### src/rtl/isw_pkg.sv
package isw_pkg;
  typedef enum logic [2:0] {
    ST_IDLE, ST_PUSH, ST_WAIT, ST_VHI, ST_VLO, ST_PULL
  } isw_state_e;

  typedef enum logic [1:0] {
    OP_SWI, OP_WAI, OP_RTI
  } isw_op_e;

  localparam int FRAME_N = 7;
  localparam logic [2:0] SL_PCL = 3'd0;
  localparam logic [2:0] SL_PCH = 3'd1;
  localparam logic [2:0] SL_XL  = 3'd2;
  localparam logic [2:0] SL_XH  = 3'd3;
  localparam logic [2:0] SL_A   = 3'd4;
  localparam logic [2:0] SL_B   = 3'd5;
  localparam logic [2:0] SL_CCR = 3'd6;
endpackage

### src/rtl/isw_frame.sv
module isw_frame
  import isw_pkg::*;
#(
  parameter int DW       = 8,
  parameter int MASK_BIT = 4,
  localparam int WW      = 2 * DW
) (
  input  logic          clk,
  input  logic          rst_n,
  input  logic          load,
  input  logic [WW-1:0] ld_pc,
  input  logic [WW-1:0] ld_x,
  input  logic [DW-1:0] ld_a,
  input  logic [DW-1:0] ld_b,
  input  logic [DW-1:0] ld_ccr,
  input  logic          wr_en,
  input  logic [2:0]    wr_slot,
  input  logic [DW-1:0] wr_byte,
  input  logic          set_mask,
  input  logic [2:0]    rd_slot,
  output logic [DW-1:0] rd_byte,
  output logic [WW-1:0] pc,
  output logic [WW-1:0] x,
  output logic [DW-1:0] a,
  output logic [DW-1:0] b,
  output logic [DW-1:0] ccr
);
  logic [DW-1:0] slot_q [FRAME_N];

  always_ff @(posedge clk or negedge rst_n) begin
    if (!rst_n) begin
      for (int i = 0; i < FRAME_N; i++) slot_q[i] <= '0;
    end else if (load) begin
      slot_q[SL_PCL] <= ld_pc[DW-1:0];
      slot_q[SL_PCH] <= ld_pc[WW-1:DW];
      slot_q[SL_XL]  <= ld_x[DW-1:0];
      slot_q[SL_XH]  <= ld_x[WW-1:DW];
      slot_q[SL_A]   <= ld_a;
      slot_q[SL_B]   <= ld_b;
      slot_q[SL_CCR] <= ld_ccr;
    end else begin
      if (wr_en) slot_q[wr_slot] <= wr_byte;
      if (set_mask) slot_q[SL_CCR][MASK_BIT] <= 1'b1;
    end
  end

  always_comb begin
    rd_byte = slot_q[rd_slot];
    pc  = {slot_q[SL_PCH], slot_q[SL_PCL]};
    x   = {slot_q[SL_XH], slot_q[SL_XL]};
    a   = slot_q[SL_A];
    b   = slot_q[SL_B];
    ccr = slot_q[SL_CCR];
  end

  p_no_slot_clash_r3: assert property (@(posedge clk) disable iff (!rst_n)
    !(wr_en && set_mask && wr_slot == SL_CCR));
endmodule

### src/rtl/isw_wake_arb.sv
module isw_wake_arb #(
  parameter int          AW      = 16,
  parameter logic [AW-1:0] VEC_NMI = 16'hFFFC,
  parameter logic [AW-1:0] VEC_IRQ = 16'hFFF8
) (
  input  logic          armed,
  input  logic          masked,
  input  logic          nmi,
  input  logic          irq,
  output logic          wake,
  output logic [AW-1:0] wake_vec
);
  always_comb begin
    wake     = 1'b0;
    wake_vec = VEC_IRQ;
    if (armed) begin
      if (nmi) begin
        wake     = 1'b1;
        wake_vec = VEC_NMI;
      end else if (irq && !masked) begin
        wake     = 1'b1;
        wake_vec = VEC_IRQ;
      end
    end
  end

  always_comb begin
    if (wake && nmi) assert (wake_vec == VEC_NMI) else $error("p_nmi_first_r5");
  end
endmodule

### src/rtl/isw_bus_gen.sv
module isw_bus_gen
  import isw_pkg::*;
#(
  parameter int AW = 16,
  parameter int DW = 8
) (
  input  isw_state_e    state,
  input  logic [AW-1:0] sp,
  input  logic [AW-1:0] vec,
  input  logic [DW-1:0] push_byte,
  output logic          valid,
  output logic          write,
  output logic [AW-1:0] addr,
  output logic [DW-1:0] wdata
);
  always_comb begin
    valid = 1'b0;
    write = 1'b0;
    addr  = '0;
    wdata = '0;
    unique case (state)
      ST_PUSH: begin
        valid = 1'b1;
        write = 1'b1;
        addr  = sp;
        wdata = push_byte;
      end
      ST_PULL: begin
        valid = 1'b1;
        addr  = sp + AW'(1);
      end
      ST_VHI: begin
        valid = 1'b1;
        addr  = vec;
      end
      ST_VLO: begin
        valid = 1'b1;
        addr  = vec + AW'(1);
      end
      default: ;
    endcase
  end
endmodule

### src/rtl/isw_seq.sv
module isw_seq
  import isw_pkg::*;
#(
  parameter int          DATA_W   = 8,
  parameter int          MASK_BIT = 4,
  parameter logic [15:0] VEC_IRQ  = 16'hFFF8,
  parameter logic [15:0] VEC_SWI  = 16'hFFFA,
  parameter logic [15:0] VEC_NMI  = 16'hFFFC,
  localparam int         ADDR_W   = 2 * DATA_W,
  localparam int         IDX_W    = $clog2(FRAME_N)
) (
  input  logic              clk,
  input  logic              rst_n,
  input  logic              cmd_swi,
  input  logic              cmd_wai,
  input  logic              cmd_rti,
  input  logic [ADDR_W-1:0] cur_pc,
  input  logic [ADDR_W-1:0] cur_sp,
  input  logic [ADDR_W-1:0] cur_x,
  input  logic [DATA_W-1:0] cur_a,
  input  logic [DATA_W-1:0] cur_b,
  input  logic [DATA_W-1:0] cur_ccr,
  input  logic              irq,
  input  logic              nmi,
  output logic              bus_valid,
  input  logic              bus_ready,
  output logic              bus_write,
  output logic [ADDR_W-1:0] bus_addr,
  output logic [DATA_W-1:0] bus_wdata,
  input  logic [DATA_W-1:0] bus_rdata,
  output logic              busy,
  output logic              waiting,
  output logic              done,
  output logic [ADDR_W-1:0] new_pc,
  output logic [ADDR_W-1:0] new_sp,
  output logic [ADDR_W-1:0] new_x,
  output logic [DATA_W-1:0] new_a,
  output logic [DATA_W-1:0] new_b,
  output logic [DATA_W-1:0] new_ccr
);
  localparam logic [IDX_W-1:0] LAST = IDX_W'(FRAME_N - 1);

  isw_state_e        state_q;
  isw_op_e           op_q;
  logic [IDX_W-1:0]  idx_q;
  logic [ADDR_W-1:0] sp_q;
  logic [ADDR_W-1:0] vec_q;
  logic              done_q;

  logic              accept, start, last, wake, set_mask, wr_en;
  logic [ADDR_W-1:0] wake_vec;
  logic [2:0]        wr_slot;
  logic [DATA_W-1:0] push_byte;

  assign accept = bus_valid && bus_ready;
  assign start  = (state_q == ST_IDLE) && (cmd_swi || cmd_wai || cmd_rti);
  assign last   = (idx_q == LAST);

  isw_wake_arb #(.AW(ADDR_W), .VEC_NMI(VEC_NMI), .VEC_IRQ(VEC_IRQ)) u_arb (
    .armed    (state_q == ST_WAIT),
    .masked   (new_ccr[MASK_BIT]),
    .nmi      (nmi),
    .irq      (irq),
    .wake     (wake),
    .wake_vec (wake_vec)
  );

  isw_bus_gen #(.AW(ADDR_W), .DW(DATA_W)) u_bus (
    .state     (state_q),
    .sp        (sp_q),
    .vec       (vec_q),
    .push_byte (push_byte),
    .valid     (bus_valid),
    .write     (bus_write),
    .addr      (bus_addr),
    .wdata     (bus_wdata)
  );

  always_comb begin
    wr_en    = accept && (state_q inside {ST_VHI, ST_VLO, ST_PULL});
    wr_slot  = (state_q == ST_VHI) ? SL_PCH :
               (state_q == ST_VLO) ? SL_PCL : 3'(LAST - idx_q);
    set_mask = (state_q == ST_PUSH && accept && last && op_q != OP_WAI) ||
               (state_q == ST_WAIT && wake);
  end

  isw_frame #(.DW(DATA_W), .MASK_BIT(MASK_BIT)) u_frame (
    .clk      (clk),
    .rst_n    (rst_n),
    .load     (start),
    .ld_pc    (cur_pc),
    .ld_x     (cur_x),
    .ld_a     (cur_a),
    .ld_b     (cur_b),
    .ld_ccr   (cur_ccr),
    .wr_en    (wr_en),
    .wr_slot  (wr_slot),
    .wr_byte  (bus_rdata),
    .set_mask (set_mask),
    .rd_slot  (3'(idx_q)),
    .rd_byte  (push_byte),
    .pc       (new_pc),
    .x        (new_x),
    .a        (new_a),
    .b        (new_b),
    .ccr      (new_ccr)
  );

  always_ff @(posedge clk or negedge rst_n) begin
    if (!rst_n) begin
      state_q <= ST_IDLE;
      op_q    <= OP_SWI;
      idx_q   <= '0;
      sp_q    <= '0;
      vec_q   <= '0;
      done_q  <= 1'b0;
    end else begin
      done_q <= 1'b0;
      unique case (state_q)
        ST_IDLE: if (start) begin
          sp_q  <= cur_sp;
          idx_q <= '0;
          if (cmd_swi) begin
            op_q <= OP_SWI; state_q <= ST_PUSH;
          end else if (cmd_wai) begin
            op_q <= OP_WAI; state_q <= ST_PUSH;
          end else begin
            op_q <= OP_RTI; state_q <= ST_PULL;
          end
        end
        ST_PUSH: if (accept) begin
          sp_q <= sp_q - ADDR_W'(1);
          if (last) begin
            idx_q <= '0;
            if (op_q == OP_WAI) state_q <= ST_WAIT;
            else begin
              vec_q   <= VEC_SWI;
              state_q <= ST_VHI;
            end
          end else idx_q <= idx_q + IDX_W'(1);
        end
        ST_WAIT: if (wake) begin
          vec_q   <= wake_vec;
          state_q <= ST_VHI;
        end
        ST_VHI: if (accept) state_q <= ST_VLO;
        ST_VLO: if (accept) begin
          done_q  <= 1'b1;
          state_q <= ST_IDLE;
        end
        ST_PULL: if (accept) begin
          sp_q <= sp_q + ADDR_W'(1);
          if (last) begin
            idx_q   <= '0;
            done_q  <= 1'b1;
            state_q <= ST_IDLE;
          end else idx_q <= idx_q + IDX_W'(1);
        end
        default: state_q <= ST_IDLE;
      endcase
    end
  end

  assign busy    = (state_q != ST_IDLE);
  assign waiting = (state_q == ST_WAIT);
  assign done    = done_q;
  assign new_sp  = sp_q;

  p_hold_bus_r8: assert property (@(posedge clk) disable iff (!rst_n)
    bus_valid && !bus_ready |=> bus_valid && $stable(bus_addr) &&
                               $stable(bus_wdata) && $stable(bus_write));
  p_done_pulse_r10: assert property (@(posedge clk) disable iff (!rst_n)
    done |=> !done);
  p_wait_quiet_r4: assert property (@(posedge clk) disable iff (!rst_n)
    waiting |-> !bus_valid);
  p_mask_blocks_r6: assert property (@(posedge clk) disable iff (!rst_n)
    waiting && !nmi && new_ccr[MASK_BIT] |=> waiting);
  p_exit_mask_r5: assert property (@(posedge clk) disable iff (!rst_n)
    done && op_q != OP_RTI |-> new_ccr[MASK_BIT]);
  p_push_step_r2: assert property (@(posedge clk) disable iff (!rst_n)
    state_q == ST_PUSH && accept |=> sp_q == $past(sp_q) - ADDR_W'(1));
  p_busy_ignores_r9: assert property (@(posedge clk) disable iff (!rst_n)
    waiting && !wake |=> waiting);
endmodule

### config.mk
export PLATFORM = sky130hd
export DESIGN_NAME = isw_seq
export DESIGN_NICKNAME = d
export VERILOG_FILES = /design/src/rtl/isw_pkg.sv /design/src/rtl/isw_frame.sv /design/src/rtl/isw_wake_arb.sv /design/src/rtl/isw_bus_gen.sv /design/src/rtl/isw_seq.sv
export SDC_FILE = /design/constraint.sdc
export NUM_CORES = 1
export LEC_CHECK = 0
export ABC_CLOCK_PERIOD_IN_PS = 2290
export CORE_MARGIN = 5
export CORE_UTILIZATION = 30
export DETAILED_ROUTE_END_ITERATION = 7
export GPL_TIMING_DRIVEN = 0
export MAX_ROUTING_LAYER = met4
export PLACE_DENSITY_LB_ADDON = 0.3
export SYNTH_ARGS = -nofsm -noshare
export SYNTH_HDL_FRONTEND = slang
export SYNTH_SLANG_ARGS = --single-unit
### constraint.sdc
create_clock -name clk -period 2.29 [get_ports clk]
set_input_delay 0.458 -clock clk [delete_from_list [all_inputs] [get_ports clk]]
set_output_delay 0.458 -clock clk [all_outputs]
set_load 0.03 [all_outputs]
==> out/summary.txt, run 1 <==
Worst Path Arrival: 2.05 ns
Std cell rows: 49
Pwr dens: 1640 nW/um^2
WS Path Type: flip-flop to primary output
Routed WL: 26.2 mm
Dpl hpwl: 16.4 mm
Final Wtd Congestion: 0.929
Worst hold path class: input pin to async pin
Worst vdd ir: 1050 uV
Sw frac: 49.4%
Flop pwr share: 17.8%
Ant diodes: 0
FILL cells: 1559
CP Max Fanout: 4
Seq cells post-synth: 84
CP top delay family: simple AND/OR/NAND/NOR gates
Crit end category: primary output
H-tree depth: 3
Fin area: 9960 um^2
Max cap viols: 0
Die Span X: 146 um
Status: complete, but fails checks
Fin crit period: 2.51 ns
Mapped Avg Cell Area: 8.92 um^2
CTS tree: done
Post-synth ARST share: 100%
Clk slew on worst S/H paths: 0.08 ns
Comb pwr share: 72.6%
CTS root buffer: clkbuf_16
Initial antenna violation count: 0
Tot Pwr: 0.0164 W
Later-pin clock latency in the skew report: 0.36 ns
GRT overflow: 0
Mapped Cells: 619
Required time worst endpoint: 1.83 ns
Iter 0 DRT Violations: 563
Share of post-route cells with drive strength above 1: 36.2%
Final setup fails: 23
Final setup margin: -0.218 ns
Vias in the first global route: 6397
Leakage: 4.18 nW
CP Cell Sequence: clkbuf_8 -> nand4_1 -> buf_6 -> nor4_4 -> xnor2_1 -> nor2_1 -> a211o_1 -> buf_6
Maximum clock path buffer count: 2
Int Power: 0.00827 W
Fmax achieved: 399 MHz
Slowest stage cell, crit path: dfrtp_2
IO Port Bufs: 187
DP Area: 7770 um^2
Net count after synthesis: 712
Footprint of the multi-input gates: 3800 um^2
DR WL/cell: 22.4 um
Post-synth EDFFs: 0
Drt first pass iters: 8
RSZ-0062 raised after global routing: yes
Failing checks: setup timing
Ys flop type: dfrtp_1
GRT Total Usage: 22.9%
CP Buf/Inv Count: 3
Clock power share: 9.6%
Synth warn: 0
Post-synthesis sequential area ratio: 38.1%
Area growth syn-to-layout: 80.4%
Die Area: 21200 um^2
Psw: 0.00808 W
Largest net degree at the start of global routing: 53
Drt drc: 0
Synth top area share: 38.1%
Worst-Margin Slew: 0.674 ns
Via count: 6454
TritonCTS buffer count: 9
Register Area: 2120 um^2
CP most frequent cell: buf_6
Final hold violation count: 0
Synth cell types: 67
Clk sinks: 84
Max incr delay on CP: 0.37 ns
Critical Path Source Type: flip-flop
Starting Density: 30.6%
Core Box Area: 18000 um^2
Final cycle utilization of the critical path: 110%
Syn Std Cell Area: 5520 um^2
Die height: 146 um
Via/cell ratio: 5.53
Ports: 189
Antenna Nets Post-Route: 0
Nets@finish: 1027
Clk_skew: 0.00964 ns
Count of pins over their slew limit: 0
Yosys top cell by area: dfrtp_1
Leading post-synthesis cells by cell area: dfrtp_1 38%, mux2i_1 11%, a21oi_1 7.1%
Slew headroom: 55.1%
Global-route wire length before repair: 37.0 mm
==> synthesized netlist by cell type (all sizes together) (3+ instances only) <==
cell,n
nand4,6
nor3,21
mux2i,60
or3,3
and2,3
o32ai,3
a21oi,78
nand2b,5
a211o,3
o31ai,3
nand3b,6
a21o,3
a31oi,3
nand2,26
mux2,9
dfrtp,84
buf,10
a221oi,8
nor4,7
and3,4
o21ai,41
clkbuf,42
nor2,90
xor2,11
o22ai,4
ha,5
nand3,8
xnor2,15
inv,14
mux4,8
or4,5
==> kinds of logic after synthesis <==
| kind of cell | count (synthesis) | synth area share [%] |
|---|---|---|
| muxes | 77 | 16.0 |
| DFF | 84 | 38.1 |
| AOI/OAI and AO/OA | 165 | 17.9 |
| xor gates and xnor gates | 26 | 4.13 |
| and+or+nand+nor | 195 | 17.6 |
| adders and majority gates | 5 | 1.13 |
| buffers and inverters | 67 | 5.24 |
==> layout by cell type, fill, tap and decap left out, types with 11 or more instances in the layout <==
cell type and n:
clkbuf_16 13, mux2i_1 60, nand2_1 21, o21ai_0 22, nor2_1 77, a21oi_1 72
buf_6 41, clkbuf_2 11, xor2_1 11, dfrtp_2 12, dfrtp_1 72, clkdlybuf4s50_1 157
buf_4 114, o21ai_2 11, xnor2_1 11
==> per-stage QoR <==
| stage | setup slack (ns) | TNS (ns) | utilization [%] | hold slack (ns) | instances |
|---|---|---|---|---|---|
| 2_1_floorplan | 0.00686 | 0 | - | 0.162 | 619 |
| 3_3_place_gp | -3.12 | -299.95 | 43.0 | 0.467 | 1035 |
| 3_5_place_dp | -1.04 | -67.94 | 43.1 | 0.473 | 1036 |
| 4_1_cts | -0.177 | -1.28 | 51.8 | 0.0904 | 1130 |
| 5_1_grt | -0.280 | -3.65 | 55.2 | 0.118 | 1167 |
| 6_report | -0.218 | -2.34 | 55.2 | 0.0841 | 1167 |
==> flip-flops by register name, summed over array words and instances (netlist names) <==
| name | count |
|---|---|
| op_q | 2 |
| new_sp | 16 |
| done | 1 |
| u_frame.x | 16 |
| state_q | 3 |
| u_frame.pc | 16 |
| idx_q | 3 |
| vec_q | 3 |
| u_frame.a | 8 |
| u_frame.ccr | 8 |
| u_frame.b | 8 |
==> cell type report <==
type | instances | area share [%]
Timing Repair Buffer | 314 | 29.8
Sequential cell | 84 | 21.3
Clock buffer | 9 | 2.26
Multi-Input combinational cell | 468 | 38.1
Clock inverter | 6 | 0.741
Inverter | 15 | 0.817
Buffer | 42 | 4.13
Tap cell | 229 | 2.88
==> power groups by stage <==
stage | clock [W] | combinational [W] | sequential (W)
2_1_floorplan | 0 | 0.00435 | 0.00394
3_3_place_gp | 0 | 0.00899 | 0.00287
3_5_place_dp | 0 | 0.00901 | 0.00288
4_1_cts | 0.00157 | 0.0107 | 0.00287
5_1_grt | 0.00161 | 0.0125 | 0.00300
6_report | 0.00157 | 0.0119 | 0.00291
==> final timing paths <==
| check | startpoint | end | slack [ns] | depth (start not counted) |
|---|---|---|---|---|
| max in group asynchronous | rst_n | u_frame.ccr[1] | 1.54 | 2 |
| min in group clk | op_q[0] | op_q[0] | 0.52 | 1 |
| min | rst_n | new_sp[15] | 0.08 | 1 |
| max | new_sp[4] | bus_addr[14] | -0.22 | 8 |
| max reg2reg | new_sp[0] | new_sp[13] | -0.18 | 8 |
| min reg2reg | op_q[0] | op_q[0] | 0.52 | 1 |
==> what timing repair did <==
item,4_1_cts,5_1_grt
gates cloned,0,2
gates resized for setup,328,92
pin swaps,31,49
setup buffers,86,44
hold buffers,0,0
setup endpoints to repair,105,60
==> metal layers <==
metal  track usage [%]  wire length (um)  vias up
met2              37.2             12500      391
li1                  -                 -     2862
met5                 -                 0        -
met3              7.41              2640       69
met4              6.16               796        0
met1              27.4             10200     3132
Note: power is estimated with default switching activity, not from simulation.
==> run 2, diff against run 1 <==
--- a/config.mk
+++ b/config.mk
@@ -5,7 +5,7 @@
 export SDC_FILE = /design/constraint.sdc
 export NUM_CORES = 1
 export LEC_CHECK = 0
-export ABC_CLOCK_PERIOD_IN_PS = 2290
+export ABC_CLOCK_PERIOD_IN_PS = 2100
 export CORE_MARGIN = 5
 export CORE_UTILIZATION = 30
 export DETAILED_ROUTE_END_ITERATION = 7
==> constraint.sdc (replaced) <==
create_clock -name clk -period 2.1 [get_ports clk]
set_input_delay 0.42 -clock clk [delete_from_list [all_inputs] [get_ports clk]]
set_output_delay 0.42 -clock clk [all_outputs]
set_load 0.03 [all_outputs]
==> run 2 against run 1 <==
The run still ends with setup timing left. Clock power grew 8%. Total power rose by 17%. Via count increased by 5.2%.
==> out/summary.txt, run 2 (synthesis gave the netlist of run 1 again) <==
Worst Path Arrival: 2.15 ns (+0.10 ns)
GRT Total Usage: 24.3% (+1.5 points)
H-tree depth: 3 (unchanged)
Worst r2r path cells: 6 (-2)
Dpl hpwl: 16.4 mm (+0.23%)
Cells after DPL: 1036 (unchanged)
Die Area: 21200 um^2 (unchanged)
Worst vdd ir: 1310 uV (+24%)
Antenna Nets Post-Route: 0 (unchanged)
Std cell rows: 49 (unchanged)
Nets@finish: 1054 (+2.6%)
Status: complete, but fails checks
TritonCTS buffer count: 9 (unchanged)
Required time worst endpoint: 1.68 ns (-0.15 ns)
CP Max Fanout: 6 (+2)
Die height: 146 um (unchanged)
GRT overflow: 0 (unchanged)
Worst-Margin Slew: 0.663 ns (-0.0102 ns)
Final setup fails: 90 (+290%)
Vias in the first global route: 6995 (+9.3%)
Die Span X: 146 um (unchanged)
Final Wtd Congestion: 0.959 (+3.3%)
Fmax achieved: 390 MHz
Max incr delay on CP: 0.40 ns (+0.03 ns)
Ant diodes: 0 (unchanged)
Post-layout instance count excluding filler cells: 1195 (+2.4%)
Slew headroom: 55.8% (+0.68 points)
Clk slew on worst S/H paths: 0.08 ns (about the same)
Share of post-route cells with drive strength above 1: 41.2% (+5.0 points)
Final cycle utilization of the critical path: 122%
CP Cell Sequence: clkbuf_8 -> nand4_1 -> nor2_4 -> a31oi_1 -> a41o_1 -> a211o_4 -> buf_6
Psw: 0.00942 W (+17%)
Final hold violation count: 0 (unchanged)
Commonest non-fill, non-tap cell in the layout: clkdlybuf4s50_1
Util after Layout: 59.1% (+3.9 points)
Count of pins over their slew limit: 0 (unchanged)
Worst Hold Slack: 0.514 ns (+0.430 ns)
Ports: 189 (unchanged)
Global-route wire length before repair: 39.6 mm (+6.8%)
Fin crit period: 2.57 ns
Clock power share: 8.8% (-0.8 points)
Drt drc: 0 (unchanged)
Iter 0 DRT Violations: 673 (+20%)
Pwr dens: 1790 nW/um^2 (+9.0%)
Crit end category: primary output
Via count: 6788 (+5.2%)
WS Path Type: flip-flop to primary output
Int Power: 0.00965 W (+17%)
Flop pwr share: 16.9% (-0.9 points)
Clk sinks: 84 (unchanged)
Maximum clock path buffer count: 2 (unchanged)
Leakage: 4.49 nW (+7.5%)
CTS root buffer: clkbuf_16
Later-pin clock latency in the skew report: 0.36 ns (about the same)
Core Box Area: 18000 um^2 (unchanged)
Largest net degree at the start of global routing: 63 (+19%)
RSZ-0062 raised after global routing: yes
IO Port Bufs: 187 (unchanged)
Sw frac: 49.4% (about the same)
Routed WL: 28.4 mm (+8.6%)
CTS tree: done
Worst hold path class: input pin to async pin
Critical Path Source Type: flip-flop
Area growth syn-to-layout: 93.0%
Starting Density: 30.6% (unchanged)
Most frequent cells in the layout: 155 x clkdlybuf4s50_1, 114 x buf_4, 76 x nor2_1
Drt first pass iters: 5 (-3)
DR WL/cell: 23.8 um (+6.0%)
Initial antenna violation count: 0 (unchanged)
Comb pwr share: 74.3% (+1.7 points)
Clk_skew: 0.00914 ns (-0.000500 ns)
Final setup margin: -0.466 ns (-0.248 ns)
Failing checks: setup timing
FILL cells: 1473 (-5.5%)
Max cap viols: 0 (unchanged)
Via/cell ratio: 5.68 (+2.7%)
Slowest stage cell, crit path: dfrtp_2
-- run 2: cell types whose count changed in the layout (fill, tap and decap cells not counted), sizes merged --
| cell | delta |
|---|---|
| clkinvlp | -2 |
| dlymetal6s2s | +1 |
| buf | +27 |
| clkbuf | -1 |
| dlygate4sd3 | +1 |
| clkinv | +1 |
| clkdlybuf4s50 | -2 |
| inv | +4 |
| bufinv | -1 |
-- run 2: per-layer routing --
metal | vias to the layer above | global-route usage, % | share of wire [%]
met5 | - | - | 0
met4 | 0 | 10.7 | 4.6
met3 | 118 | 7.69 | 9.3
met2 | 450 | 38.2 | 48
met1 | 3304 | 28.7 | 39
li1 | 2916 | - | -
-- run 2: power by group through the flow --
stage,clock network [W],registers (W),logic (W)
5_1_grt,0.00178,0.00330,0.0149
2_1_floorplan,0,0.00433,0.00504
3_5_place_dp,0,0.00319,0.0101
4_1_cts,0.00170,0.00316,0.0126
3_3_place_gp,0,0.00318,0.0101
6_report,0.00169,0.00322,0.0142
-- run 2: critical path, delay by kind of cell (launching register included) --
kind / cells / cell delay (ns)
flops: 1 / 0.40
buf+inv: 2 / 0.31
simple gates: 2 / 0.44
compound gates: 3 / 0.63
-- run 2: path summary, 6_finish.rpt --
check	end	slack [ns]	from
min in group clk	op_q[0]	0.52	op_q[0]
hold / removal	u_frame.x[4]	0.51	rst_n
setup reg to reg	new_sp[13]	-0.35	new_sp[8]
setup / recovery	bus_addr[15]	-0.47	new_sp[3]
hold reg to reg	op_q[0]	0.52	op_q[0]
max in group asynchronous	idx_q[1]	0.91	rst_n
-- run 2: layout make-up --
cell class                      instances  area, um^2  area share [%]
Inverter                               15         115            1.08
Sequential cell                        84        2120            19.9
Timing Repair Buffer                  339        3330            31.2
Tap cell                              229         287            2.69
Buffer                                 43         500            4.70
Clock inverter                          7        73.8           0.693
Timing Repair inverter                  1        16.3           0.153
Multi-Input combinational cell        468        3990            37.4
Clock buffer                            9         225            2.11
-- run 2: metrics by stage --
step,total power [W],instance area [um^2],setup slack (ns),setup TNS [ns]
after floorplan,0.00937,5750,-0.183,-0.755
after global placement,0.0132,7910,-3.22,-320.22
after detailed placement,0.0133,7930,-1.16,-80.48
after CTS,0.0174,9970,-0.326,-5.65
after global routing,0.0199,10700,-0.510,-18.32
final,0.0191,10700,-0.466,-13.02
-- run 2: repair_timing --
action                                 CTS  global route
resized for setup                      383           109
setup endpoints to repair              107            92
pin swaps                               56           101
hold buffers                             1             0
gates cloned                             3             2
setup buffers                          110            43
endpoints found under the hold margin   22             0
